### config.mk
export PLATFORM = sky130hd
export DESIGN_NAME = wdg_reset_gate
export DESIGN_NICKNAME = d
export VERILOG_FILES = /design/src/rtl/wdg_gate_pkg.sv /design/src/rtl/wdg_gate_ctrl_regs.sv /design/src/rtl/wdg_gate_path.sv /design/src/rtl/wdg_cause_capture.sv /design/src/rtl/wdg_reset_gate.sv
export SDC_FILE = /design/constraint.sdc
export NUM_CORES = 1
export LEC_CHECK = 0
export BUFFER_PORTS_ARGS = -buffer_cell sky130_fd_sc_hd__buf_2
export CORE_ASPECT_RATIO = 1.25
export CORE_MARGIN = 2
export CORE_UTILIZATION = 25
export CTS_CLUSTER_DIAMETER = 200
export DETAILED_ROUTE_END_ITERATION = 10
export PLACE_DENSITY = 0.75
export SKIP_CTS_REPAIR_TIMING = 1
export SLEW_MARGIN = 25
export SYNTH_ARGS = -nofsm -noshare
export SYNTH_HDL_FRONTEND = slang
export SYNTH_SLANG_ARGS = --single-unit
### constraint.sdc
create_clock -name clk -period 1 [get_ports clk]
set_clock_uncertainty 0.05 [all_clocks]
set_input_delay 0.15 -clock clk [delete_from_list [all_inputs] [get_ports clk]]
set_output_delay 0.15 -clock clk [all_outputs]
set_load 0.03 [all_outputs]
### src/rtl/wdg_gate_pkg.sv
package wdg_gate_pkg;

  // Gating controls held in the control register.
  typedef struct packed {
    logic mask;    // polarity set by INVERT_MASK
    logic adis;    // suppress while processor is in reset
    logic cnt_en;  // let the watchdog counter run
  } gate_ctrl_t;

endpackage

### src/rtl/wdg_gate_ctrl_regs.sv
module wdg_gate_ctrl_regs
  import wdg_gate_pkg::*;
#(
  parameter bit INVERT_MASK = 1'b0
) (
  input  logic       clk,
  input  logic       rst_n,
  input  logic       wr_i,
  input  gate_ctrl_t wfields_i,
  output gate_ctrl_t ctrl_o
);

  // Safe state: request forwarded, counter stopped.
  localparam gate_ctrl_t RST_VAL = '{mask: INVERT_MASK, adis: 1'b0, cnt_en: 1'b0};

  gate_ctrl_t ctrl_q, ctrl_d;

  always_comb begin
    ctrl_d = ctrl_q;
    if (wr_i) ctrl_d = wfields_i;
  end

  always_ff @(posedge clk or negedge rst_n) begin
    if (!rst_n)    ctrl_q <= RST_VAL;
    else if (wr_i) ctrl_q <= ctrl_d;
  end

  assign ctrl_o = ctrl_q;

  AST_CNT_TRACK: assert property (@(posedge clk) disable iff (!rst_n)
    wr_i |=> (ctrl_o.cnt_en == $past(wfields_i.cnt_en)));

  AST_CTRL_HOLD: assert property (@(posedge clk) disable iff (!rst_n)
    !wr_i |=> $stable(ctrl_o));

endmodule

### src/rtl/wdg_gate_path.sv
module wdg_gate_path
  import wdg_gate_pkg::*;
#(
  parameter bit INVERT_MASK = 1'b0
) (
  input  logic       clk,
  input  logic       rst_n,
  input  gate_ctrl_t ctrl_i,
  input  logic       req_i,
  input  logic       cpu_rst_i,
  output logic       fwd_o
);

  logic allow;
  logic suppress;

  generate
    if (INVERT_MASK) begin : g_active_high
      assign allow = ctrl_i.mask;
    end else begin : g_active_low
      assign allow = ~ctrl_i.mask;
    end
  endgenerate

  assign suppress = ctrl_i.adis & cpu_rst_i;
  assign fwd_o    = req_i & allow & ~suppress;

  AST_NO_FWD_WITHOUT_REQ: assert property (@(posedge clk) disable iff (!rst_n)
    fwd_o |-> req_i);

  AST_ADIS_BLOCKS: assert property (@(posedge clk) disable iff (!rst_n)
    (ctrl_i.adis && cpu_rst_i) |-> !fwd_o);

endmodule

### src/rtl/wdg_cause_capture.sv
module wdg_cause_capture (
  input  logic clk,
  input  logic rst_n,
  input  logic fwd_i,
  input  logic clr_i,
  output logic cause_o
);

  logic cause_q, cause_d, cause_en;

  // A new forwarded reset takes priority over a clear in the same cycle.
  always_comb begin
    cause_en = fwd_i | clr_i;
    cause_d  = fwd_i | (cause_q & ~clr_i);
  end

  always_ff @(posedge clk or negedge rst_n) begin
    if (!rst_n)        cause_q <= 1'b0;
    else if (cause_en) cause_q <= cause_d;
  end

  assign cause_o = cause_q;

  AST_CAUSE_SETS: assert property (@(posedge clk) disable iff (!rst_n)
    fwd_i |=> cause_o);

  AST_CAUSE_STICKY: assert property (@(posedge clk) disable iff (!rst_n)
    (cause_o && !clr_i) |=> cause_o);

  AST_CAUSE_NEEDS_FWD: assert property (@(posedge clk) disable iff (!rst_n)
    $rose(cause_o) |-> $past(fwd_i));

endmodule

### src/rtl/wdg_reset_gate.sv
module wdg_reset_gate
  import wdg_gate_pkg::*;
#(
  parameter int DATA_W      = 32,
  parameter int ADDR_W      = 4,
  parameter int CTRL_ADDR   = 0,
  parameter int STAT_ADDR   = 4,
  parameter int MASK_POS    = 2,
  parameter int ADIS_POS    = 0,
  parameter int CNT_POS     = 7,
  parameter int CAUSE_POS   = 9,
  parameter bit INVERT_MASK = 1'b0
) (
  input  logic              clk,
  input  logic              rst_n,
  input  logic              cfg_wr,
  input  logic [ADDR_W-1:0] cfg_addr,
  input  logic [DATA_W-1:0] cfg_wdata,
  output logic [DATA_W-1:0] cfg_rdata,
  input  logic              wdog_req_i,
  input  logic              cpu_in_rst_i,
  output logic              sys_rst_req_o,
  output logic              wdog_cnt_en_o
);

  localparam logic [ADDR_W-1:0] CTRL_A = ADDR_W'(CTRL_ADDR);
  localparam logic [ADDR_W-1:0] STAT_A = ADDR_W'(STAT_ADDR);

  gate_ctrl_t ctrl, wfields;
  logic       hit_ctrl, hit_stat;
  logic       wr_ctrl, clr_cause;
  logic       fwd, cause;

  assign hit_ctrl  = (cfg_addr == CTRL_A);
  assign hit_stat  = (cfg_addr == STAT_A);
  assign wr_ctrl   = cfg_wr & hit_ctrl;
  assign clr_cause = cfg_wr & hit_stat & cfg_wdata[CAUSE_POS];

  assign wfields = '{mask:   cfg_wdata[MASK_POS],
                     adis:   cfg_wdata[ADIS_POS],
                     cnt_en: cfg_wdata[CNT_POS]};

  wdg_gate_ctrl_regs #(.INVERT_MASK(INVERT_MASK)) u_regs (
    .clk       (clk),
    .rst_n     (rst_n),
    .wr_i      (wr_ctrl),
    .wfields_i (wfields),
    .ctrl_o    (ctrl)
  );

  wdg_gate_path #(.INVERT_MASK(INVERT_MASK)) u_path (
    .clk       (clk),
    .rst_n     (rst_n),
    .ctrl_i    (ctrl),
    .req_i     (wdog_req_i),
    .cpu_rst_i (cpu_in_rst_i),
    .fwd_o     (fwd)
  );

  wdg_cause_capture u_cause (
    .clk     (clk),
    .rst_n   (rst_n),
    .fwd_i   (fwd),
    .clr_i   (clr_cause),
    .cause_o (cause)
  );

  always_comb begin
    cfg_rdata = '0;
    if (hit_ctrl) begin
      cfg_rdata[MASK_POS] = ctrl.mask;
      cfg_rdata[ADIS_POS] = ctrl.adis;
      cfg_rdata[CNT_POS]  = ctrl.cnt_en;
    end else if (hit_stat) begin
      cfg_rdata[CAUSE_POS] = cause;
    end
  end

  assign sys_rst_req_o = fwd;
  assign wdog_cnt_en_o = ctrl.cnt_en;

  AST_UNMAPPED_KEEP: assert property (@(posedge clk) disable iff (!rst_n)
    (cfg_wr && !hit_ctrl) |=> $stable(wdog_cnt_en_o));

  AST_CNT_OUT_STABLE: assert property (@(posedge clk) disable iff (!rst_n)
    !cfg_wr |=> $stable(wdog_cnt_en_o));

endmodule

==> results.ini, run 1 <==
[power_and_ir_drop]
p_leak_nw = 0.3077
comb_power_share = 0.439
ir_drop_mv = 0.6550
swShare = 0.4407
p_seq_frac = 0.298
clkPwrFrac = 0.263
power_density_nw_per_um2 = 1392
power_switching_uw = 347.8
p_int_uw = 441.3
power.total_uw = 789.0

[timing]
finalSetupViolCount = 6
fin_crit_ns = 1.276
fin_ws_ns = -0.2760
rsz0062_at_grt = true
slew_violations = 0
hold_ws_ns = 0.07174
period_share = 1.276
finalHoldViolations = 0
max_freq_ghz = 0.7837

[place]
placed_cells = 82
routabilityCongestion = 0.6441
dpl.hpwl_um = 628.3
port_buffers = 18
place_area_um2 = 450.4

[cts]
cts_buffers = 3
cts_sinks = 4
cts-root-buf = clkbuf_4
htree_levels = 1
cts_tree = built
clockBufferDepth = 2
clk_latency_ns = 0.24
clk_pin_slew_ns = 0.04

[synthesis]
syn_inst = 47
mappedNetlistArea_um2 = 434.2
postSynthAreaPerCell_um2 = 9.238
synth-seq-area-share = 0.2305
synth_seq_cells = 4
synth.distinct_cells = 13
yosys_warnings = 0

[setup_path]
crit_slowest_cell = dfrtp_1
path_delay_family = flip-flops
required_ns = 0.80
critPathLaunchType = flop
crit_chain = a211oi_4 -> buf_6
max_stage_delay_ns = 0.42
worstPathArrival_ns = 1.08
critPathKind = flop to output port
crit_buf_inv = 1
endpoint_kind = output port
path_max_fanout = 3

[route]
drt_first_iter_violations = 2
totalWireLength_um = 929
viasPerCell = 3.701
ant_nets = 0
drc = 0
wire_per_inst_um = 10.68
vias = 322
dr.pass1.iters = 2

[status]
violations = negative setup slack
status = finished with violations

[floorplanning]
num_rows = 16
initial_core_util = 0.2711
dieArea_um2 = 2088
core_um2 = 1602
die_h_um = 50.59
fp.dieW_um = 41.28
pin_count = 75

[layout]
syn_to_final_growth_pct = 30.55
final_cell_count_no_fill = 87
fin_nets = 112
drive_gt1_frac = 0.4638
final_cell_area_um2 = 566.8
antenna_cells = 0

[global_routing]
globalRouteOverflowTotal = 0
grt_pass1_vias = 249
grtUsageTotal = 0.07899
grt_max_degree = 5
antenna_found_initial = 0
grt_pass1_wl_um = 966

[hold_path]
hp-class = input pin to flop

[flow_run]
drv_cap = 0

-- Yosys cell counts --
cell type	count	area share
inv_1	1	0.0086
nor3_1	1	0.012
nand4_1	1	0.014
mux2_1	3	0.078
nand2_2	1	0.014
buf_4	28	0.48
and3_1	1	0.014
and2_2	3	0.052
a211oi_1	1	0.017
nor4_4	1	0.049
dfrtp_1	4	0.23
a21o_1	1	0.017
conb_1	1	0.0086
-- cells by family (layout without fill, tap and decap cells) --
| family | after synthesis | in the layout | share of synthesized area |
|---|---|---|---|
| other | 1 | 28 | 0.008637 |
| buffers and inverters | 29 | 24 | 0.4928 |
| muxes | 3 | 3 | 0.07780 |
| AOI/OAI and AO/OA | 2 | 2 | 0.03460 |
| and+or+nand+nor | 8 | 8 | 0.1556 |
| DFF | 4 | 4 | 0.2306 |
-- cells in the final DEF (no fill, tap or decap), drive strengths merged --
| cell | instances |
|---|---|
| and2 | 3 |
| buf | 19 |
| mux2 | 3 |
| a21o | 1 |
| clkbuf | 3 |
| nor4 | 1 |
| a211oi | 1 |
| nor3 | 1 |
| dlygate4sd3 | 1 |
| nand4 | 1 |
| inv | 1 |
| dfrtp | 4 |
| and3 | 1 |
| nand2 | 1 |
| conb | 28 |
-- final timing paths --
kind / startpoint / endpoint / slack, ns / depth (start not counted)
setup / recovery: u_regs.ctrl_o[1] / sys_rst_req_o / -0.28 / 2
hold / removal: cfg_wdata[0] / u_regs.ctrl_o[1] / 0.07 / 2
setup reg to reg: u_regs.ctrl_o[1] / u_regs.ctrl_o[1] / 0.10 / 1
hold reg to reg: u_cause.cause_o / u_cause.cause_o / 0.45 / 1
max in group asynchronous: rst_n / u_cause.cause_o / 0.57 / 2
min in group asynchronous: rst_n / u_regs.ctrl_o[1] / 0.21 / 2
-- final cells by class --
class / count / area [um^2]
fill: 168 / 1035
sequential: 4 / 100.1
tap: 18 / 22.52
timing repair buffer: 20 / 157.7
inverter: 1 / 3.754
multi-input combinational: 41 / 260.3
clock buffer: 3 / 22.52
-- through the flow --
stage          TNS, ns  setup WS [ns]    util
2_1_floorplan  -0.1293       -0.03292       -
3_3_place_gp    -1.154        -0.1909  0.2813
3_5_place_dp    -1.391        -0.2419  0.2813
4_1_cts         -1.127        -0.3233  0.2953
5_1_grt         -1.197        -0.3037  0.3539
6_report       -0.9271        -0.2760  0.3539
-- registers in the layout, summed over array words and instances, names as in the netlist --
signal	cells
u_regs.ctrl_o	3
u_cause.cause_o	1
-- layer usage --
metal	up-vias	GRT usage	wire, um
met3	4	0.01770	104
met5	-	0	0
met1	144	0.06557	251
met2	36	0.1172	528
met4	0	0.1129	44
li1	138	-	-
-- power groups by stage --
| stage | combinational [mW] | sequential (mW) | clock (mW) |
|---|---|---|---|
| 2_1_floorplan | 0.287 | 0.239 | 0 |
| 3_3_place_gp | 0.277 | 0.228 | 0 |
| 3_5_place_dp | 0.279 | 0.231 | 0 |
| 4_1_cts | 0.280 | 0.229 | 0.216 |
| 5_1_grt | 0.366 | 0.239 | 0.213 |
| 6_report | 0.346 | 0.235 | 0.208 |
Note: power is estimated with default switching activity, not from simulation.
==> run 2: changes to the inputs <==
- SYNTH_HIERARCHICAL: not set -> 1
==> run 2 against run 1 <==
The flow still finishes with violations (negative setup slack). First-iteration DRC count is 100% lower. Critical endpoint unchanged. Combinational power is 14% higher. Worst hold slack better by 0.025 ns. Sequential power is 2% lower. Fmax is 1.6% higher. Cell area is 12% higher. Register-to-register slack worse by 0.08 ns. Critical path type unchanged. Flip-flop and latch count stayed put. Cell count is 6.9% higher. Highest routed layer is now met3. Synthesized cell count is 6.4% higher. Die area is 1.0% higher. Count of clock-buffer cells in the layout stayed put.
==> results.ini, run 2 <==
[place]
routabilityCongestion = 0.7178  ; +11%
place_area_um2 = 508.0  ; +13%
placed_cells = 87  ; +6.1%
dpl.hpwl_um = 722.4  ; +15%
port_buffers = 18  ; unchanged

[cts]
htree_levels = 1  ; unchanged
clockBufferDepth = 2  ; unchanged
cts_tree = built
clk_latency_ns = 0.24  ; about the same
cts_buffers = 3  ; unchanged
cts-root-buf = clkbuf_4
cts_sinks = 4  ; unchanged
clk_pin_slew_ns = 0.04  ; about the same

[setup_path]
critPathLaunchType = flop
path_delay_family = flip-flops
crit_chain = a211oi_4 -> buf_6
max_stage_delay_ns = 0.41  ; about the same
crit_buf_inv = 1  ; unchanged
crit_slowest_cell = dfrtp_1
required_ns = 0.80  ; about the same
worstPathArrival_ns = 1.06  ; -0.02 ns
critPathKind = flop to output port
endpoint_kind = output port
path_max_fanout = 3  ; unchanged

[global_routing]
grt_pass1_wl_mm = 1.331  ; +38%
grt_max_degree = 5  ; unchanged
grt_pass1_vias = 316  ; +27%
antenna_found_initial = 0  ; unchanged
globalRouteOverflowTotal = 0  ; unchanged
grtUsageTotal = 0.08457  ; +0.005578

[layout]
final_cell_area_um2 = 633.1  ; +12%
drive_gt1_frac = 0.4933  ; +0.02957
syn_to_final_growth_pct = 44.16
final_cell_count_no_fill = 93  ; +6.9%
antenna_cells = 0  ; unchanged
final_cell_mix = 28 x conb_1, 9 x buf_2, 7 x buf_6
final_common_cell = conb_1
fill_cells = 162  ; -3.6%
fin_nets = 118  ; +5.4%
largest_reg_flops = 3  ; unchanged

[route]
ant_nets = 0  ; unchanged
totalWireLength_um = 931  ; +0.22%
wire_per_inst_um = 10.01  ; -6.3%
dr.pass1.iters = 1  ; -1
drt_first_iter_violations = 0  ; -2
drc = 0  ; unchanged
viasPerCell = 3.656  ; -1.2%
vias = 340  ; +5.6%

[timing]
tns_ns = -1.004  ; -0.07717 ns
period_share = 1.256  ; -0.01978
slew_violations = 0  ; unchanged
rsz0062_at_grt = true
max_freq_ghz = 0.7960  ; +1.6%
fin_ws_ns = -0.2562  ; +0.01978 ns
finalHoldViolations = 0  ; unchanged
fin_crit_ns = 1.256  ; -0.01978 ns
finalSetupViolCount = 6  ; unchanged

[floorplanning]
fp.dieW_um = 41.49  ; +0.51%
dieArea_um2 = 2110  ; +1.0%
core_um2 = 1602  ; unchanged
pin_count = 75  ; unchanged
initial_core_util = 0.2742  ; +0.003125
die_h_um = 50.86  ; +0.53%
num_rows = 16  ; unchanged

[synthesis]
synth_top_area_frac = 0.4786  ; -0.005517
synth.distinct_cells = 12  ; -1
synth-seq-area-share = 0.2279  ; -0.002627
yosys_warnings = 6  ; +6
async_flop_share = 1.000  ; unchanged
synth_area_leaders = buf_4 48%, dfrtp_1 23%, mux2_2 7.7%
yosys.area.top_type = buf_4
syn_inst = 50  ; +6.4%
synth_edf_count = 0  ; unchanged
netlist_top_cells_count = 28 x buf_4, 4 x dfrtp_1, 3 x and2_1, 3 x mux2_2, 3 x nor4_1
synth.most_common_cell = buf_4
synth_seq_cells = 4  ; unchanged
postSynthAreaPerCell_um2 = 8.783  ; -4.9%
synthFlopType = dfrtp_1
mappedNetlistArea_um2 = 439.2  ; +1.2%

[power_and_ir_drop]
p_int_uw = 471.2  ; +6.8%
clkPwrFrac = 0.248  ; -0.015
comb_power_share = 0.474  ; +0.035
power_density_nw_per_um2 = 1307  ; -6.1%
swShare = 0.4306  ; -0.01015
ir_drop_mv = 0.5894  ; -10%
p_leak_nw = 0.3290  ; +6.9%
power_switching_uw = 356.3  ; +2.5%
p_seq_frac = 0.278  ; -0.020

[status]
status = finished with violations
violations = negative setup slack

[hold_path]
hp-class = input pin to flop

[flow_run]
drv_cap = 0  ; unchanged

==> run 2: logic make-up after synthesis <==
group | Yosys count | synth area share
compound gates | 2 | 0.04559
buf+inv | 30 | 0.4957
flops | 4 | 0.2279
mux | 3 | 0.07692
other cells | 1 | 0.008539
simple gates | 10 | 0.1453
==> run 2: final cells by class <==
type	instances	area [um^2]	share of cell area
multi-input combinational	43	294.0	0.4644
timing repair buffer	23	186.4	0.2945
tap	18	22.52	0.03557
inverter	2	7.507	0.01186
clock buffer	3	22.52	0.03557
sequential	4	100.1	0.1581
==> run 2: power by group through the flow <==
stage	Clock, mW	Sequential (mW)	Combinational, mW
2_1_floorplan	0	0.240	0.307
3_3_place_gp	0	0.225	0.316
3_5_place_dp	0	0.227	0.322
4_1_cts	0.217	0.225	0.323
5_1_grt	0.224	0.235	0.415
6_report	0.205	0.230	0.393
==> run 2: per-stage QoR <==
step / util / setup slack (ns) / hold WS [ns] / total power, mW
final: 0.3953 / -0.2562 / 0.09643 / 0.8275
after global routing: 0.3953 / -0.3075 / 0.09624 / 0.8731
after global placement: 0.3172 / -0.2381 / -0.09077 / 0.5401
after CTS: 0.3313 / -0.3236 / -0.3459 / 0.7659
after floorplan: - / -0.03087 / -0.1956 / 0.5473
after detailed placement: 0.3172 / -0.2567 / -0.08614 / 0.5496
==> run 2: path summary, 6_finish.rpt <==
path | start | endpoint | slack, ns | depth (start not counted)
worst min-delay path | cfg_wdata[7] | u_regs/ctrl_o[0] | 0.1 | 2
worst max-delay path | u_regs/ctrl_o[1] | sys_rst_req_o | -0.26 | 2
max in group asynchronous | rst_n | u_regs/ctrl_o[1] | 0.57 | 2
worst min register to register | u_cause/cause_o | u_cause/cause_o | 0.45 | 1
worst max register to register | u_regs/ctrl_o[1] | u_cause/cause_o | 0.02 | 3
min in group asynchronous | rst_n | u_regs/ctrl_o[0] | 0.20 | 2
==> run 2: layer usage <==
metal / global-route usage / share of wire
met3: 0.02827 / 0.11
met5: 0 / 0
met4: 0.06452 / 0
met2: 0.1328 / 0.54
met1: 0.09348 / 0.35
==> run 2: worst reg2reg max path: cells and delay by family, from the launching register on <==
kind / cells / cell delay, ns
buffers and inverters: 1 / 0.15
DFF: 1 / 0.41
AOI/OAI and AO/OA: 2 / 0.32
